$ cat src/rtl/qrg_pkg.sv
`timescale 1ns/1ps
package qrg_pkg;
  // Address width of one full period; the base pattern covers one quarter.
  localparam int ADDR_W   = 8;
  localparam int IDX_W    = ADDR_W - 2;
  localparam int BASE_LEN = 1 << IDX_W;

  // Per-channel fold selection: invert flag, reverse flag, quarter index.
  typedef struct packed {
    logic             inv;
    logic             rev;
    logic [IDX_W-1:0] idx;
  } seqSel_t;

  // Strobes from control to datapath.
  typedef struct packed {
    seqSel_t sinSel;
    seqSel_t cosSel;
  } qrgStrobes_t;
endpackage

$ cat src/rtl/qrgCtrl.sv
`timescale 1ns/1ps
module qrgCtrl
  import qrg_pkg::*;
(
  input  logic              clk,
  input  logic              rst,
  input  logic              en,
  output logic [ADDR_W-1:0] addrBin,
  output logic              wrapStrobe,
  output qrgStrobes_t       strobes
);
  localparam logic [ADDR_W-1:0] QuarterStep = ADDR_W'(BASE_LEN);

  logic [ADDR_W-1:0] grayQ;
  logic [ADDR_W-1:0] grayNext;
  logic [ADDR_W-1:0] binNow;
  logic [ADDR_W-1:0] binNext;
  logic [ADDR_W-1:0] cosAddr;
  logic              wrapQ;

  // Gray to binary: prefix XOR from the top bit down.
  always_comb begin
    binNow[ADDR_W-1] = grayQ[ADDR_W-1];
    for (int b = ADDR_W-2; b >= 0; b--) begin
      binNow[b] = binNow[b+1] ^ grayQ[b];
    end
  end

  assign binNext  = binNow + 1'b1;
  assign grayNext = binNext ^ (binNext >> 1);

  always_ff @(posedge clk) begin
    if (rst) begin
      grayQ <= '0;
      wrapQ <= 1'b0;
    end else begin
      if (en) grayQ <= grayNext;
      wrapQ <= en && (&binNow);
    end
  end

  function automatic seqSel_t mkSel(logic [ADDR_W-1:0] a);
    seqSel_t s;
    s.inv = a[ADDR_W-1];
    s.rev = a[ADDR_W-2];
    s.idx = a[IDX_W-1:0];
    return s;
  endfunction

  assign cosAddr        = binNow + QuarterStep;
  assign strobes.sinSel = mkSel(binNow);
  assign strobes.cosSel = mkSel(cosAddr);
  assign addrBin        = binNow;
  assign wrapStrobe     = wrapQ;


  gray_step_chk: assert property (@(posedge clk) disable iff (rst)
    en |=> ($countones(grayQ ^ $past(grayQ)) == 1));


  addr_step_chk: assert property (@(posedge clk) disable iff (rst)
    en |=> (addrBin == ADDR_W'($past(addrBin) + 1'b1)));


  hold_state_chk: assert property (@(posedge clk) disable iff (rst)
    !en |=> $stable(grayQ));


  wrap_at_zero_chk: assert property (@(posedge clk) disable iff (rst)
    wrapStrobe |-> (addrBin == '0));


  wrap_single_chk: assert property (@(posedge clk) disable iff (rst)
    wrapStrobe |=> !wrapStrobe);
endmodule

$ cat src/rtl/qrgPath.sv
`timescale 1ns/1ps
module qrgPath
  import qrg_pkg::*;
#(
  parameter int SampleW = 16
) (
  input  logic                      clk,
  input  logic                      rst,
  input  logic [BASE_LEN-1:0]       pattern,
  input  qrgStrobes_t               strobes,
  input  logic signed [SampleW-1:0] sampleIn,
  output logic                      sinBit,
  output logic                      cosBit,
  output logic signed [SampleW-1:0] sinProd,
  output logic signed [SampleW-1:0] cosProd
);
  localparam int NumCh = 2;

  seqSel_t                   chSel  [NumCh];
  logic                      chBit  [NumCh];
  logic signed [SampleW-1:0] chProd [NumCh];
  logic signed [SampleW-1:0] negSample;

  assign chSel[0]  = strobes.sinSel;
  assign chSel[1]  = strobes.cosSel;
  assign negSample = SampleW'(-sampleIn);

  for (genvar ch = 0; ch < NumCh; ch++) begin : g_ch
    logic [IDX_W-1:0] foldIdx;
    assign foldIdx    = chSel[ch].rev ? ~chSel[ch].idx : chSel[ch].idx;
    assign chBit[ch]  = pattern[foldIdx] ^ chSel[ch].inv;
    assign chProd[ch] = chBit[ch] ? sampleIn : negSample;
  end

  assign sinBit  = chBit[0];
  assign cosBit  = chBit[1];
  assign sinProd = chProd[0];
  assign cosProd = chProd[1];


  prod_pair_chk: assert property (@(posedge clk) disable iff (rst)
    (sinBit == cosBit) ? (sinProd == cosProd)
                       : (sinProd == SampleW'(-cosProd)));
endmodule

$ cat src/rtl/quadRefGen.sv
`timescale 1ns/1ps
module quadRefGen
  import qrg_pkg::*;
#(
  parameter int              SampleW        = 16,
  parameter bit              UsePortPattern = 1'b0,
  parameter logic [BASE_LEN-1:0] BasePattern = 64'hFFFF_FFFF_FEF7_6D50
) (
  input  logic                      clk,
  input  logic                      rst,
  input  logic                      en,
  input  logic [BASE_LEN-1:0]       patternIn,
  input  logic signed [SampleW-1:0] sampleIn,
  output logic                      sinBit,
  output logic                      cosBit,
  output logic [ADDR_W-1:0]         addr,
  output logic                      wrapStrobe,
  output logic signed [SampleW-1:0] sinProd,
  output logic signed [SampleW-1:0] cosProd
);
  logic [BASE_LEN-1:0] activePat;
  qrgStrobes_t         strobes;

  if (UsePortPattern) begin : g_portPat
    assign activePat = patternIn;
  end else begin : g_paramPat
    logic unusedPatternIn;
    assign unusedPatternIn = ^patternIn;
    assign activePat       = BasePattern;
  end

  qrgCtrl ctrl_i (
    .clk       (clk),
    .rst       (rst),
    .en        (en),
    .addrBin   (addr),
    .wrapStrobe(wrapStrobe),
    .strobes   (strobes)
  );

  qrgPath #(.SampleW(SampleW)) path_i (
    .clk     (clk),
    .rst     (rst),
    .pattern (activePat),
    .strobes (strobes),
    .sampleIn(sampleIn),
    .sinBit  (sinBit),
    .cosBit  (cosBit),
    .sinProd (sinProd),
    .cosProd (cosProd)
  );
endmodule

$ cat config.mk
export PLATFORM = sky130hd
export DESIGN_NAME = quadRefGen
export DESIGN_NICKNAME = d
export VERILOG_FILES = /design/src/rtl/qrg_pkg.sv /design/src/rtl/qrgCtrl.sv /design/src/rtl/qrgPath.sv /design/src/rtl/quadRefGen.sv
export SDC_FILE = /design/constraint.sdc
export NUM_CORES = 1
export LEC_CHECK = 0
export BUFFER_PORTS_ARGS = -buffer_cell sky130_fd_sc_hd__buf_2
export CAP_MARGIN = 40
export CORE_UTILIZATION = 36
export CTS_BUF_LIST = sky130_fd_sc_hd__clkbuf_8 sky130_fd_sc_hd__clkbuf_16
export CTS_CLUSTER_DIAMETER = 80
export DETAILED_ROUTE_END_ITERATION = 8
export PLACE_DENSITY_LB_ADDON = 0.12
export SYNTH_ARGS = -nofsm -noshare
export SYNTH_HDL_FRONTEND = slang
export SYNTH_SLANG_ARGS = --single-unit
$ cat constraint.sdc
create_clock -name clk -period 5.7 [get_ports clk]
set_input_delay 0.57 -clock clk [delete_from_list [all_inputs] [get_ports clk]]
set_output_delay 0.57 -clock clk [all_outputs]
set_load 0.01 [all_outputs]
==> impl_metrics.toml, run 1 <==
[worst_setup_path]
critPathMaxFanout = 8
criticalPathCategory = "reg -> out"
regToRegSetupSlack_ps = 1970
slowest_stage = "or3_1"
startpoint_type = "flip-flop"
slowest_delay_ps = 370
crit_end = "sinProd[8]"
cp_cell_sequence = "xnor2_2, clkinv_2, ha_4, inv_2, ha_1, inv_1, ha_4, inv_2, ha_1, inv_2, ha_1, inv_2, ha_4, xnor2_2, ha_1, or3_1, a32oi_2, o221a_2, a21o_1, clkbuf_4, nand2_1, xnor2_2, buf_2"
ff2ff_path_depth = 18
crit_required_ps = 5130
r2r_end = "ctrl_i.grayQ[4]"
regToRegStartpoint = "ctrl_i.grayQ[6]"
critPathCaptureType = "primary output"
crit_arrival_ps = 4840
crit_path_start = "ctrl_i.grayQ[6]"

[layout]
final_nets = 380
area_growth_pct = 40.7
final_layout_size_suffix_gt1_share_pct = 38.9
n_antenna_cell = 0
finalInstanceArea_um2 = 2140
post_layout_nonfiller_instances = 333

[drt]
drt-initial-drc-count = 42
ant_nets = 0
via_per_inst = 4.84
wire_per_inst_um = 10.8
wirelength_mm = 3.58
route.met2.wl_mm = 1.60
firstDrtPassIters = 4
met1_length_mm = 1.71
vias = 1612
met3_length_um = 240
dr.max_layer_used = "met4"
drc = 0

[sta]
tightest_slew_ps = 643
maxSlewViolCount = 0
finClkSkew_ps = 5.32
max_freq_ghz = 0.185
setup_ws_ps = 286
min_period_ps = 5410
fin_crit_sh_pct = 95.0
setup-violations-final = 0
rsz0062_at_grt = "yes"
slew_headroom_pct = 56.8
fin_tns_setup_ps = 0
hold_viol = 0

[grt]
grt_util_all_layers_pct = 16.3
antenna_found_initial = 0
grt_pass1_wl_mm = 5.66
grt_max_degree = 18
grt_pass1_vias = 1325
overflow = 0

[synth]
async_reset_ff_share_pct = 0
synth_nets = 308
synth_top_area_cell = "xnor2_1"
ys_types = 38
synth_area_um2 = 1520
ys_seq_elements = 9
synth_top_area_share_pct = 24.7
yosysSeqAreaShare_pct = 11.8
synth.most_common_cell = "xnor2_1"
synth_area_per_cell_um2 = 7.18
yosys_warnings = 0
synth-edff-count = 0
yosys-top-cells-count = "xnor2_1, nand2_1, inv_1"
ys.flop_type = "dfxtp_1"
syn_inst = 212
netlist_top_cells_area = "xnor2_1, dfxtp_1, ha_1, nand2_1, inv_1"

[placed_design]
dp.cells = 321
numPortBuffers = 61
pre_cts_slack_ps = 194
dp_hpwl_mm = 2.88
postPlaceCellArea_um2 = 1990
place.gp.congestion = 0.775

[floorplan]
die_y_um = 67.0
floorplan.rows = 23
fp.dieW_um = 67.0
start_util_pct = 37.8
dieArea_um2 = 4490
coreArea_um2 = 4030
num_io_pins = 126

[cts]
cts_tree = "yes"
cts_htree_levels = 1
clkTransAtPathRegs_ps = 50
cts_sinks = 9
cts_buffer_depth = 2
clk_latency_ps = 240
cts_inserted_buffers = 3
cts-root-buf = "clkbuf_8"

[run]
cap_viol_max_count = 0

[hold_path]
min_path_type = "reg -> reg"

[outcome]
outcome = "completed"
## worst max-delay path, delay by kind of cell (launching register included)
kind | cells | cell delay, ps
buffers and inverters | 8 | 800
AOI/OAI and AO/OA | 3 | 540
xor gates and xnor gates | 3 | 510
DFF | 1 | 320
adders and majority gates | 7 | 1990
and+or+nand+nor | 2 | 460
## kinds of logic (layout without fill, tap and decap cells)
logic type | after synthesis | count (layout) | synth area share (%)
buffers and inverters | 34 | 105 | 9.61
XOR/XNOR | 48 | 48 | 28.1
AO/OA/AOI/OAI | 39 | 39 | 16.9
multiplexers | 1 | 1 | 0.657
flip-flops | 9 | 9 | 11.8
adder cells (fa/ha/maj) | 13 | 13 | 10.7
AND/OR/NAND/NOR | 68 | 68 | 22.2
## through the flow
stage / hold slack, ps / util [%]
final: 474 / 53.2
after global routing: 506 / 53.2
after CTS: 473 / 51.0
after detailed placement: 467 / 49.3
after global placement: 468 / 49.3
after floorplan: 449 / -
## final cells by class
| type | count | area, um^2 |
|---|---|---|
| fillers | 397 | 1890 |
| multi-input cells | 169 | 1320 |
| repair buffers | 80 | 452 |
| flip-flops and latches | 9 | 180 |
| inverters | 21 | 80.1 |
| well taps | 50 | 62.6 |
| clock buffers | 3 | 41.3 |
| clock inverters | 1 | 3.75 |
## how the worst min path moves through the flow
stage                            endpoint  slack [ps]  cells past startpoint
final                           flip-flop         470                      2
after floorplan                 flip-flop         450                      2
after CTS                       flip-flop         470                      2
after global placement          flip-flop         470                      2
after detailed placement        flip-flop         470                      2
after global routing      ctrl_i.grayQ[2]         510                      2
## per-layer routing
layer	GRT usage [%]	vias up
li1	-	849
met1	20.3	705
met2	27.3	54
met3	3.77	4
met4	4.79	0
met5	0	-
## timing repair
item	in CTS	in global routing
cloned	0	1
gates resized for setup	3	8
hold buffers	0	0
setup buffers	1	6
pin swaps	1	5
endpoints found under the setup margin	15	32
## cell usage in the layout, fill, tap and decap left out, types with 7 or more instances in the layout
cell type | synthesis | final
dfxtp_1 | 9 | 9
nor2_1 | 16 | 16
ha_1 | 13 | 10
nand2_1 | 24 | 24
buf_2 | 3 | 61
buf_4 | 4 | 17
xnor2_1 | 43 | 33
nand3_1 | 7 | 7
xnor2_2 | 1 | 11
a21oi_1 | 8 | 8
o21ai_0 | 10 | 9
inv_1 | 20 | 17
Power of run 1 is left out: the tool's default activity adds up to more than one toggle a clock period on the data nets, which glitch-free logic cannot reach.
==> run 2: changes to the inputs <==
ABC_AREA = 0   (was not set)
PLACE_DENSITY = 0.88   (was not set)
PLACE_DENSITY_LB_ADDON = not set   (was 0.12)
==> impl_metrics.toml, run 2 (synthesized netlist as in run 1, its figures left out) <==
[outcome]
outcome = "completed"

[cts]
cts_tree = "yes"
clkTransAtPathRegs_ps = 50
cts-root-buf = "clkbuf_8"
clk_latency_ps = 230
cts_buffer_depth = 2
cts_htree_levels = 1
ctsHoldBuffers = 0
cts_sinks = 9
cts_inserted_buffers = 3

[worst_setup_path]
critPathMaxFanout = 7
critPathCaptureType = "primary output"
criticalPathCategory = "reg -> out"
crit_required_ps = 5130
startpoint_type = "flip-flop"
crit_arrival_ps = 4870

[layout]
layout_commonest_cell = "buf_2"
final_nets = 371
n_antenna_cell = 0
final_layout_size_suffix_gt1_share_pct = 38.0
area_growth_pct = 39.7
utilization_pct = 52.8
final_cell_mix = "buf_2, xnor2_1, nand2_1, inv_1, nor2_1"

[sta]
fin_crit_sh_pct = 95.4
min_period_ps = 5440
maxSlewViolCount = 0
max_freq_ghz = 0.184
tightest_slew_ps = 707
slew_headroom_pct = 52.5
hold_viol = 0
finClkSkew_ps = 0.730
setup-violations-final = 0

[placed_design]
dp_hpwl_mm = 3.02
place.gp.congestion = 0.788
numPortBuffers = 61

[drt]
wirelength_mm = 4.17
drc = 0
wire_per_inst_um = 12.9
ant_nets = 0
vias = 1683
via_per_inst = 5.19
drt-initial-drc-count = 40
firstDrtPassIters = 4

[grt]
grt_pass1_wl_mm = 5.99
antenna_found_initial = 0
grt_pass1_vias = 1429
grt_util_all_layers_pct = 17.3
overflow = 0
grt_max_degree = 18

[floorplan]
num_io_pins = 126
start_util_pct = 37.8
die_y_um = 67.0
floorplan.rows = 23
dieArea_um2 = 4490
fp.dieW_um = 67.0
coreArea_um2 = 4030

[run]
cap_viol_max_count = 0

[hold_path]
min_path_type = "reg -> reg"
run 2: cell count changes in the layout (fill, tap and decap cells not counted), sizes merged:
cell	delta
a21o	+2
buf	-10
clkbuf	-1
run 2: final timing paths:
path / cells after the start / startpoint / slack (ps) / to
hold reg to reg: 2 / flip-flop / 480 / flip-flop
setup / recovery: 23 / ctrl_i.grayQ[7] / 260 / sinProd[12]
hold / removal: 2 / flip-flop / 480 / flip-flop
setup reg to reg: 18 / ctrl_i.grayQ[7] / 1870 / ctrl_i.grayQ[5]
run 2: critical path, stage by stage, from the launching register on:
cell	delay, ps
dfxtp_1	330
xnor2_2	220
clkinv_2	110
ha_4	310
inv_2	70
ha_1	270
inv_1	80
ha_4	280
inv_2	70
ha_4	280
inv_2	40
ha_1	290
inv_2	120
ha_4	250
xnor2_2	180
inv_1	100
ha_1	220
o211ai_1	310
a32oi_4	170
o221a_4	330
a21o_4	210
o21ai_0	100
xnor2_1	160
buf_2	150
run 2: per-layer routing:
| metal | global-route usage, % | vias up | part of all wire [%] |
|---|---|---|---|
| li1 | - | 832 | - |
| met1 | 18.0 | 766 | 39 |
| met2 | 32.6 | 77 | 52 |
| met3 | 4.11 | 8 | 7.5 |
| met4 | 6.38 | 0 | 1.8 |
| met5 | 0 | - | 0 |
run 2: what timing repair did:
action,4_1_cts,5_1_grt
gates cloned,1,1
pin swaps,2,6
endpoints found under the setup margin,31,31
buffers inserted,0,1
gates resized for setup,7,10
run 2: cell type report:
type	instances	area, um^2
Multi-Input combinational cell	171	1390
Sequential cell	9	180
Clock buffer	3	41.3
Clock inverter	1	3.75
Inverter	21	80.1
Tap cell	50	62.6
Fill cell	373	1900
Timing Repair Buffer	69	369
run 2: through the flow:
stage                     setup WS [ps]  instance area (um^2)  std cells  hold WS (ps)  TNS (ps)
after floorplan                    2.17                  1610        212           449         0
after global placement            -37.5                  1960        317           460     -62.3
after detailed placement           -161                  1960        317           473      -960
after CTS                          13.5                  2030        322           481         0
after global routing              -1.88                  2130        324           522     -1.88
final                               260                  2130        324           481         0
Power of run 2 is left out for the same reason.
==> run 3: changes to the inputs <==
CTS_BUF_LIST = not set   (was sky130_fd_sc_hd__clkbuf_8 sky130_fd_sc_hd__clkbuf_16)
CTS_CLUSTER_DIAMETER = not set   (was 80)
==> impl_metrics.toml, run 3 (synthesized netlist as in run 1, its figures left out) <==
[outcome]
outcome = "completed"

[cts]
clk_latency_ps = 230
cts_inserted_buffers = 3
cts_sinks = 9
cts_htree_levels = 1
ctsHoldBuffers = 0
cts_tree = "yes"
clkTransAtPathRegs_ps = 50
cts-root-buf = "clkbuf_8"
cts_buffer_depth = 2

[sta]
max_freq_ghz = 0.184
maxSlewViolCount = 0
hold_viol = 0
finClkSkew_ps = 0.969
slew_headroom_pct = 52.5
min_period_ps = 5440
fin_crit_sh_pct = 95.4
setup-violations-final = 0
tightest_slew_ps = 707

[worst_setup_path]
crit_arrival_ps = 4870
ff2ff_path_depth = 18
startpoint_type = "flip-flop"
criticalPathCategory = "reg -> out"
critPathCaptureType = "primary output"
crit_path_start = "ctrl_i.grayQ[7]"
regToRegStartpoint = "ctrl_i.grayQ[7]"
critPathMaxFanout = 7
crit_required_ps = 5130

[floorplan]
fp.dieW_um = 67.0
die_y_um = 67.0
num_io_pins = 126
floorplan.rows = 23
dieArea_um2 = 4490
start_util_pct = 37.8
coreArea_um2 = 4030

[layout]
final_cell_mix = "buf_2, xnor2_1, nand2_1, inv_1, nor2_1"
area_growth_pct = 39.7
n_antenna_cell = 0
final_nets = 371
utilization_pct = 52.8
post_layout_nonfiller_instances = 324
layout_commonest_cell = "buf_2"
final_layout_size_suffix_gt1_share_pct = 38.0

[drt]
drt-initial-drc-count = 40
vias = 1679
drc = 0
via_per_inst = 5.18
firstDrtPassIters = 4
wirelength_mm = 4.17
wire_per_inst_um = 12.9
ant_nets = 0

[grt]
antenna_found_initial = 0
grt_max_degree = 18
grt_pass1_vias = 1429
grt_util_all_layers_pct = 17.3
overflow = 0
grt_pass1_wl_mm = 5.99

[placed_design]
dp_hpwl_mm = 3.02
place.gp.congestion = 0.788
dp.cells = 317
numPortBuffers = 61

[run]
cap_viol_max_count = 0

[hold_path]
hold_depth = 2
min_path_type = "reg -> reg"
-- run 3: cell types whose count changed in the layout (fill, tap and decap cells not counted) --
cell      change
clkbuf_1      +1
inv_1         -1
-- run 3: path summary, 6_finish.rpt --
kind / to / slack [ps]
setup reg to reg: ctrl_i.grayQ[5] / 1870
setup / recovery: sinProd[12] / 260
hold / removal: flip-flop / 480
hold reg to reg: flip-flop / 480
-- run 3: final cells by class --
class	count	area, um^2
inverter	21	80.1
timing repair buffer	69	369
clock buffer	4	45.0
fill	373	1900
multi-input combinational	171	1390
sequential	9	180
tap	50	62.6
-- run 3: routing by layer --
| metal | track usage (%) | share of wire [%] |
|---|---|---|
| met4 | 6.38 | 1.8 |
| met2 | 32.6 | 52 |
| met1 | 18.0 | 38 |
| met5 | 0 | 0 |
| met3 | 4.11 | 7.5 |
-- run 3: repair_timing --
action	4_1_cts	5_1_grt
cloned	1	1
buffers inserted	0	1
pin swaps	2	6
gates resized for setup	7	10
endpoints found under the setup margin	31	31
-- run 3: metrics by stage --
stage	instance area [um^2]	hold slack, ps	TNS (ps)	worst slack, ps
global route	2130	522	-1.88	-1.88
CTS	2030	481	0	13.5
finish	2130	479	0	260
floorplan	1610	449	0	2.17
detailed placement	1960	473	-960	-161
global placement	1960	460	-62.3	-37.5
-- run 3: critical path, cell delays in order, from the launching register on --
cell	delay, ps
dfxtp_1	330
xnor2_2	220
clkinv_2	110
ha_4	310
inv_2	70
ha_1	270
inv_1	80
ha_4	280
inv_2	70
ha_4	280
inv_2	40
ha_1	290
inv_2	120
ha_4	250
xnor2_2	180
inv_1	100
ha_1	220
o211ai_1	310
a32oi_4	170
o221a_4	330
a21o_4	210
o21ai_0	100
xnor2_1	160
buf_2	150
Power of run 3 is left out for the same reason.
